--- src/rtl/modereg_pkg.sv ---
package modereg_pkg;

    localparam int WORD_W = 16;
    localparam int DATA_W = 8;
    localparam int ADDR_W = WORD_W - DATA_W - 1;
    localparam int HEAD_W = WORD_W - DATA_W;
    localparam int MIN_REGS = 4;

    localparam logic [ADDR_W-1:0] ADDR_CLEAR  = ADDR_W'(0);
    localparam logic [ADDR_W-1:0] ADDR_POWER  = ADDR_W'(1);
    localparam logic [ADDR_W-1:0] ADDR_LINK   = ADDR_W'(2);
    localparam logic [ADDR_W-1:0] ADDR_FORMAT = ADDR_W'(3);

    typedef enum logic [1:0] {
        LANES_TWO  = 2'b00,
        LANES_FOUR = 2'b01,
        LANES_ONE  = 2'b10,
        LANES_RSVD = 2'b11
    } lane_e;

    typedef struct packed {
        lane_e      lanes;
        logic       sleep;
        logic [1:0] nap;
        logic       lvds_half;
        logic       out_off;
        logic       twos_comp;
        logic       scramble;
        logic       test_pat;
    } cfg_t;

    typedef struct packed {
        logic              rd;
        logic [ADDR_W-1:0] addr;
        logic [DATA_W-1:0] data;
    } word_t;

    function automatic cfg_t cfg_from_regs(input logic [DATA_W-1:0] pwr,
                                           input logic [DATA_W-1:0] link,
                                           input logic [DATA_W-1:0] fmt);
        cfg_t c;
        c.lanes     = lane_e'(link[1:0]);
        c.sleep     = pwr[0];
        c.nap       = pwr[2:1];
        c.lvds_half = link[2];
        c.out_off   = link[3];
        c.twos_comp = fmt[0];
        c.scramble  = fmt[1];
        c.test_pat  = fmt[2];
        return c;
    endfunction

    function automatic cfg_t cfg_from_straps(input logic s_hi, input logic s_lo,
                                             input logic s_pwr, input logic s_cur);
        cfg_t c;
        c           = '0;
        c.lanes     = lane_e'({s_hi, s_lo});
        c.sleep     = s_pwr;
        c.lvds_half = s_cur;
        return c;
    endfunction

endpackage

--- src/rtl/modereg_pin_sync.sv ---
module modereg_pin_sync #(
    parameter int               WIDTH     = 5,
    parameter int               STAGES    = 2,
    parameter logic [WIDTH-1:0] RESET_VAL = '0
) (
    input  logic             clk,
    input  logic             rst,
    input  logic [WIDTH-1:0] d,
    output logic [WIDTH-1:0] q
);

    logic [STAGES-1:0][WIDTH-1:0] stg;

    generate
        if (STAGES == 1) begin : g_single
            always_ff @(posedge clk) begin
                if (rst) stg <= RESET_VAL;
                else     stg <= d;
            end
        end else begin : g_chain
            always_ff @(posedge clk) begin
                if (rst) stg <= {STAGES{RESET_VAL}};
                else     stg <= {stg[STAGES-2:0], d};
            end
        end
    endgenerate

    assign q = stg[STAGES-1];

endmodule

--- src/rtl/modereg_serial_engine.sv ---
module modereg_serial_engine
    import modereg_pkg::*;
#(
    parameter  int WORD_BITS = WORD_W,
    parameter  int DATA_BITS = DATA_W,
    localparam int CNT_W     = $clog2(WORD_BITS + 1),
    localparam int HEAD_BITS = WORD_BITS - DATA_BITS
) (
    input  logic                 clk,
    input  logic                 rst,
    input  logic                 enable,
    input  logic                 cs_n,
    input  logic                 sck,
    input  logic                 sdi,
    input  logic [DATA_BITS-1:0] rd_data,
    output logic [WORD_BITS-1:0] word,
    output logic [CNT_W-1:0]     bit_cnt,
    output logic                 commit,
    output logic                 sdo,
    output logic                 sdo_oe
);

    localparam logic [CNT_W-1:0] FULL = CNT_W'(WORD_BITS);
    localparam logic [CNT_W-1:0] HEAD = CNT_W'(HEAD_BITS);

    logic                 sck_q, cs_q;
    logic                 rise, fall, cs_rise, active;
    logic [DATA_BITS-1:0] out_sh;

    assign rise    = sck & ~sck_q;
    assign fall    = ~sck & sck_q;
    assign cs_rise = cs_n & ~cs_q;
    assign active  = enable & ~cs_n;
    assign commit  = enable & cs_rise & (bit_cnt == FULL);
    assign sdo     = sdo_oe & out_sh[DATA_BITS-1];

    always_ff @(posedge clk) begin
        if (rst) begin
            sck_q   <= 1'b0;
            cs_q    <= 1'b1;
            bit_cnt <= '0;
            word    <= '0;
            out_sh  <= '0;
            sdo_oe  <= 1'b0;
        end else begin
            sck_q <= sck;
            cs_q  <= cs_n;
            if (!active) begin
                bit_cnt <= '0;
                out_sh  <= '0;
                sdo_oe  <= 1'b0;
            end else begin
                if (rise && bit_cnt < FULL) begin
                    word    <= {word[WORD_BITS-2:0], sdi};
                    bit_cnt <= bit_cnt + 1'b1;
                end
                if (fall) begin
                    if (bit_cnt == HEAD) begin
                        out_sh <= rd_data;
                        sdo_oe <= word[HEAD_BITS-1];
                    end else if (bit_cnt > HEAD) begin
                        out_sh <= {out_sh[DATA_BITS-2:0], 1'b0};
                    end
                end
            end
        end
    end

endmodule

--- src/rtl/modereg_reg_bank.sv ---
module modereg_reg_bank
    import modereg_pkg::*;
#(
    parameter  int NUM_REGS = MIN_REGS,
    localparam int FLAT_W   = NUM_REGS * DATA_W
) (
    input  logic              clk,
    input  logic              rst,
    input  logic              commit,
    input  logic [WORD_W-1:0] word,
    input  logic [ADDR_W-1:0] rd_addr,
    output logic [DATA_W-1:0] rd_data,
    output logic [FLAT_W-1:0] regs_flat
);

    word_t w;
    logic  wr_ok, clear_all;

    assign w         = word_t'(word);
    assign wr_ok     = commit & ~w.rd;
    assign clear_all = wr_ok & (w.addr == ADDR_CLEAR);

    generate
        for (genvar i = 0; i < NUM_REGS; i++) begin : g_reg
            if (i == 0) begin : g_clear_slot
                assign regs_flat[i*DATA_W +: DATA_W] = '0;
            end else begin : g_store
                logic [DATA_W-1:0] q;
                always_ff @(posedge clk) begin
                    if (rst || clear_all)
                        q <= '0;
                    else if (wr_ok && w.addr == ADDR_W'(i))
                        q <= w.data;
                end
                assign regs_flat[i*DATA_W +: DATA_W] = q;
            end
        end
    endgenerate

    always_comb begin
        rd_data = '0;
        for (int i = 0; i < NUM_REGS; i++) begin
            if (rd_addr == ADDR_W'(i)) rd_data = regs_flat[i*DATA_W +: DATA_W];
        end
    end

endmodule

--- src/rtl/modereg_top.sv ---
module modereg_top
    import modereg_pkg::*;
#(
    parameter int NUM_REGS    = MIN_REGS,
    parameter int SYNC_STAGES = 2
) (
    input  logic       clk,
    input  logic       rst,
    input  logic       par_mode,
    input  logic       csn,
    input  logic       sck,
    input  logic       sdi,
    input  logic       sdo_in,
    output logic       sdo,
    output logic       sdo_oe,
    output logic [1:0] lane_mode,
    output logic       sleep,
    output logic [1:0] nap,
    output logic       lvds_half,
    output logic       out_off,
    output logic       twos_comp,
    output logic       scramble,
    output logic       test_pat
);

    localparam int FLAT_W = NUM_REGS * DATA_W;
    localparam int CNT_W  = $clog2(WORD_W + 1);

    logic [4:0]        pins_s;
    logic              par_s, cs_s, sck_s, sdi_s, sdoin_s;
    logic [WORD_W-1:0] word;
    logic [CNT_W-1:0]  bit_cnt;
    logic              commit;
    logic [DATA_W-1:0] rd_data;
    logic [FLAT_W-1:0] regs_flat;
    cfg_t              cfg_serial, cfg_par, cfg;

    modereg_pin_sync #(
        .WIDTH    (5),
        .STAGES   (SYNC_STAGES),
        .RESET_VAL(5'b01000)
    ) u_sync (
        .clk(clk),
        .rst(rst),
        .d  ({par_mode, csn, sck, sdi, sdo_in}),
        .q  (pins_s)
    );

    assign {par_s, cs_s, sck_s, sdi_s, sdoin_s} = pins_s;

    modereg_serial_engine #(
        .WORD_BITS(WORD_W),
        .DATA_BITS(DATA_W)
    ) u_engine (
        .clk    (clk),
        .rst    (rst),
        .enable (~par_s),
        .cs_n   (cs_s),
        .sck    (sck_s),
        .sdi    (sdi_s),
        .rd_data(rd_data),
        .word   (word),
        .bit_cnt(bit_cnt),
        .commit (commit),
        .sdo    (sdo),
        .sdo_oe (sdo_oe)
    );

    modereg_reg_bank #(
        .NUM_REGS(NUM_REGS)
    ) u_bank (
        .clk      (clk),
        .rst      (rst),
        .commit   (commit),
        .word     (word),
        .rd_addr  (word[ADDR_W-1:0]),
        .rd_data  (rd_data),
        .regs_flat(regs_flat)
    );

    assign cfg_serial = cfg_from_regs(regs_flat[int'(ADDR_POWER)*DATA_W +: DATA_W],
                                      regs_flat[int'(ADDR_LINK)*DATA_W +: DATA_W],
                                      regs_flat[int'(ADDR_FORMAT)*DATA_W +: DATA_W]);
    assign cfg_par    = cfg_from_straps(cs_s, sck_s, sdi_s, sdoin_s);
    assign cfg        = par_s ? cfg_par : cfg_serial;

    assign lane_mode = cfg.lanes;
    assign sleep     = cfg.sleep;
    assign nap       = cfg.nap;
    assign lvds_half = cfg.lvds_half;
    assign out_off   = cfg.out_off;
    assign twos_comp = cfg.twos_comp;
    assign scramble  = cfg.scramble;
    assign test_pat  = cfg.test_pat;

endmodule

--- config.mk ---
export PLATFORM = sky130hd
export DESIGN_NAME = modereg_top
export DESIGN_NICKNAME = d
export VERILOG_FILES = /design/src/rtl/modereg_pkg.sv /design/src/rtl/modereg_pin_sync.sv /design/src/rtl/modereg_serial_engine.sv /design/src/rtl/modereg_reg_bank.sv /design/src/rtl/modereg_top.sv
export SDC_FILE = /design/constraint.sdc
export NUM_CORES = 1
export LEC_CHECK = 0
export ABC_AREA = 0
export BUFFER_PORTS_ARGS = -buffer_cell sky130_fd_sc_hd__buf_4
export CAP_MARGIN = 10
export CORE_ASPECT_RATIO = 1.5
export CORE_MARGIN = 2
export CORE_UTILIZATION = 35
export DETAILED_ROUTE_END_ITERATION = 8
export HOLD_SLACK_MARGIN = 0.02
export PLACE_DENSITY = 0.56
export SETUP_SLACK_MARGIN = 0.05
export SYNTH_ARGS = -nofsm -noshare
export SYNTH_HDL_FRONTEND = slang
export SYNTH_SLANG_ARGS = --single-unit
--- constraint.sdc ---
create_clock -name clk -period 2 [get_ports clk]
set_input_delay 0.1 -clock clk [delete_from_list [all_inputs] [get_ports clk]]
set_output_delay 0.1 -clock clk [all_outputs]
set_load 0.02 [all_outputs]
## Word-level counts from Yosys, hierarchy flattened

Index checks and enable logic that the tools add are counted.

- Flip-flop bits (word level): 66
- Input port bits: 7

- $add $sub $neg: 1
- Magnitude comparators: 2
- Equal/unequal tests: 8
- Muxes and demuxes: 6
- Bitwise logic cells: 16
- Reductions and logical operators: 11

Operators with widths:

| cell | number |
|---|---|
| two-way mux 8 bit | 5 |
| == test 7 x 2 -> 1 bit (second input constant) | 4 |
| == test 7 x 1 -> 1 bit (second input constant) | 2 |
| two-way mux 10 bit | 1 |
| bitwise AND 1 bit | 9 |
| zero test 7 bit | 1 |
| NOT 1 bit | 7 |
| AND reduction 2 bit | 3 |
| adder 5 x 1 -> 5 bit (second input constant) | 1 |
| == test 5 x 4 -> 1 bit (second input constant) | 1 |
| == test 5 bit (second input constant) | 1 |
| greater-than comparator 5 x 4 -> 1 bit (second input constant) | 1 |
| < comparator 5 bit (second input constant) | 1 |
| logical AND 1 bit | 4 |
| nonzero test 2 bit | 1 |
| OR reduction 2 bit | 1 |
| logical OR 1 bit | 1 |

## Longest topological paths before layout

- Word-level depth: 7
- Gate-level depth with buffers: 8
- Gate-level depth less buffers: 6

## Cells and area by module

A second synthesis with hierarchy kept.

- Cell total of the unflattened synthesis: 367
- Area, all modules: 3189.3 µm²

Modules (own cells, without submodules):

| module | times used | cells each | area each (µm²) |
|---|---|---|---|
| modereg_reg_bank | 1 | 163 | 1392.6 |
| modereg_serial_engine | 1 | 167 | 1372.6 |
| modereg_pin_sync | 1 | 25 | 300.3 |
| modereg_top | 1 | 12 | 123.9 |

## Least setup slack after synthesis

Ideal clock, no wire load.

- Kind: register to register
- Start: register u_engine.bit_cnt[0]
- End: register u_engine.out_sh[1]
- Arrival: 1.726 ns
- Path slack: 0.200 ns
- Stages on the path, launching flop included: 9
- Cells stage by stage: dfxtp_1 inv_1 ha_1 nand4bb_1 clkbuf_1 or3_1 buf_6 a211o_1 a31oi_1

- Cells in the longest elaborated chain, start to end: 3

RTL lines:

| element | RTL line | source |
|---|---|---|
| start: declaration | modereg_serial_engine.sv:17 | `output logic [CNT_W-1:0] bit_cnt,` |
| start signal: assignment | modereg_serial_engine.sv:55 | `bit_cnt <= bit_cnt + 1'b1;` |
| greater-than comparator 5 x 4 -> 1 bit or == test 5 x 4 -> 1 bit (tied branches) | modereg_serial_engine.sv:61, modereg_serial_engine.sv:58 |  |
| nonzero test 2 bit (no line) | -- |  |
| AND reduction 2 bit (no line) | -- |  |
| end signal: assignment | modereg_serial_engine.sv:59 | `out_sh <= rd_data;` |
| end signal: assignment | modereg_serial_engine.sv:62 | `out_sh <= {out_sh[DATA_BITS-2:0], 1'b0};` |
| end: declaration | modereg_serial_engine.sv:28 | `logic [DATA_BITS-1:0] out_sh;` |

Several ways; a longest one is shown, not always the timed one.
A chain may end at the register's enable or synchronous reset.

## Final worst setup path

- Start: register u_engine.word[3]
- End: register u_engine.out_sh[3]

- Cells in the longest elaborated chain, start to end: 5

RTL lines:

| element | RTL line | source |
|---|---|---|
| start: declaration | modereg_serial_engine.sv:16 | `output logic [WORD_BITS-1:0] word,` |
| start signal: assignment | modereg_serial_engine.sv:54 | `word <= {word[WORD_BITS-2:0], sdi};` |
| == test 7 x 1 -> 1 bit | modereg_reg_bank.sv:43 | `if (rd_addr == ADDR_W'(i)) rd_data = regs_flat[i*DATA_W +: DATA_W];` |
| two-way mux 8 bit (2 in a row) | modereg_reg_bank.sv:43 |  |
| two-way mux 8 bit * | modereg_reg_bank.sv:43 |  |
| two-way mux 8 bit * | modereg_serial_engine.sv:58 | `if (bit_cnt == HEAD) begin` |

Mark *: on every way between the ends. The rest lies on a longest branch, timed or not.

==> qor.yml <==
placed_design:
  routabilityCongestion: 0.792
  io_buffers: 18
  dp.cells: 420
  place_hpwl_um: 4260
  dpl_cell_area_um2: 3080
critical_path:
  cp-start-kind: "flip-flop"
  cp-end-kind: "flip-flop"
  crit_path_max_fanout: 8
  crit_type: "reg -> reg"
  arrival_ps: 2110
  required_ps: 2250
finish:
  fin_nets: 343
  n_antenna_cell: 0
  layout-drive-gt1-share_pct: 18.4
  final_cell_area_um2: 3440
  layout.cells.non_filler: 439
  area_growth_pct: 25.8
logic_synthesis:
  synthDistinctLibCells: 41
  synth.yosys.warnings: 0
  yosysSeqAreaShare_pct: 48.3
  syn_inst: 300
  syn-num-nets: 309
  synth_most_common_cell: "dfxtp_1"
  avgSynthCellArea_um2: 9.11
  synth_top_area_share_pct: 48.3
  synth_top_flop_cell: "dfxtp_1"
  synth_edf_count: 0
  syn_area_um2: 2730
  ys_seq_elements: 66
  yosys-top-cells-count: "66 x dfxtp_1, 42 x nor2_1, 32 x nand2_1, 24 x mux2i_1, 18 x a21oi_1"
  synthArstFlopShare_pct: 0
  synth_top_area_cell: "dfxtp_1"
  ys_top_cells_by_area: "dfxtp_1 48%, mux2i_1 8.8%, nor2_1 5.8%"
routing:
  drtIter0Drc: 113
  routed_wl_um: 6160
  wl_per_cell_um: 14.0
  vias: 2188
  antenna_left: 0
  drtPass1Iterations: 4
  drc: 0
  viasPerCell: 4.98
timing:
  setup-violations-final: 0
  skew_ps: 6.39
  post-route-period-util_pct: 93.0
  relSlewSlack_pct: 62.5
  period_minus_slack_ps: 1860
  hold_viol_final: 0
  max_freq_mhz: 538
  rsz0062_at_grt: "false"
  drv_slew: 0
  tightest_slew_ps: 561
  tns_ps: 0
grt:
  grt_pass1_wl_um: 10200
  gr-total-overflow: 0
  track_usage_pct: 15.5
  antenna_found_initial: 0
  grt_max_degree: 31
  grt_pass1_vias: 2032
floorplanning:
  dieHeight_um: 112
  die_w_um: 76.2
  dieArea_um2: 8550
  fp-row-count: 39
  start_util_pct: 35.9
  design.core.area_um2: 7610
  io_pins: 19
clock_network:
  clock_latency_ps: 330
  cts_num_sinks: 66
  cts-resized-gates: 0
  cts_tree: "built"
  clk_pin_slew_ps: 50
  clockRootBuffer: "clkbuf_16"
  numCtsBuffers: 9
  cts_max_path_buffers: 2
  cts_max_level: 3
power:
  p_per_area_nw_per_um2: 885
  p_leak_nw: 1.44
  peakVddDrop_v: 0.000506
run_status:
  status: "complete, no violations"
run:
  maxCapViolations: 0
hold_path:
  worstHoldPathType: "in -> reg"
[logic make-up after synthesis]
group           share of synthesized area (%)
simple gates                             23.6
fa+ha+maj                               0.915
buf+inv                                  3.25
xor+xnor                                0.961
compound gates                           11.7
flops                                    48.3
mux                                      11.3
[worst paths after layout]
kind	to	start	slack [ps]	depth (start not counted)
setup / recovery	u_engine.out_sh[3]	u_engine.word[3]	140	4
setup reg to reg	u_engine.out_sh[3]	u_engine.word[3]	140	4
hold reg to reg	u_sync.q[3]	u_sync.stg[3]	410	1
hold / removal	u_sync.q[4]	rst	140	2
[stage by stage]
step / util (%) / worst slack [ps] / power, mW / hold slack [ps]
after floorplan: - / 200 / 1.40 / 204
after global placement: 40.5 / 172 / 1.43 / 288
after detailed placement: 40.5 / 146 / 1.43 / 288
after CTS: 45.2 / 127 / 3.08 / 139
after global routing: 45.2 / 55.8 / 3.15 / 153
final: 45.2 / 140 / 3.04 / 145
[metal layers]
layer	vias to the layer above	track usage, %	share of wire, %
met1	1032	17.5	43
met2	35	26.3	51
met4	0	8.61	3.1
li1	1109	-	-
met3	12	4.34	2.9
met5	-	0	0
[placed cells by master, fill, tap and decap left out, types with 2 or more instances in the layout]
cell and instances:
nand4_2 2, nor4bb_1 2, nor2_1 42, nor4b_1 2
dlygate4sd3_1 5, a22oi_1 2, ha_1 2, nand2_1 32
a21oi_1 18, o21bai_1 6, nand4bb_1 2, nor2b_1 16
o21ai_0 8, dfxtp_1 66, buf_12 2, or3_1 2
or2_2 3, inv_1 2, buf_4 34, mux2i_1 24
nand3_1 16, bufinv_16 2, clkbuf_16 9, mux2_2 6
a31oi_1 6, xor2_1 2, a211o_1 6
[cell type report]
class                   instances  area (um^2)
repair buffers                 41          345
inverters                       2         7.51
fillers                       775         4170
clock inverters                 3         65.1
clock buffers                  11          243
well taps                     102          128
flip-flops and latches         66         1320
multi-input cells             214         1330
[timing repair]
action,in CTS,in global routing
endpoints found under the hold margin,5,0
hold buffers,5,0
buffers inserted,0,0
[state kept, by name, indices dropped and copies added, names as in the netlist]
signal	flops
u_bank.g.g_store.q	24
u_engine.bit_cnt	5
u_engine.cs_q	1
u_engine.out_sh	8
u_engine.sck_q	1
u_engine.sdo_oe	1
u_engine.word	16
u_sync.q	5
u_sync.stg	5
[where the power goes]
part           total, mW  leakage (nW)  switching [mW]  internal, mW
clock               1.63         0.151           0.526          1.11
sequential          1.33         0.534         0.00428          1.33
combinational     0.0780         0.751          0.0420        0.0360
total               3.04          1.44           0.572          2.47
[critical path: stages (launching register included)]
cell and delay, ps:
dfxtp_1 350, or4_1 490, or3_1 470, a211o_1 320, a31oi_1 160
Power figures use the tool's default switching activity.
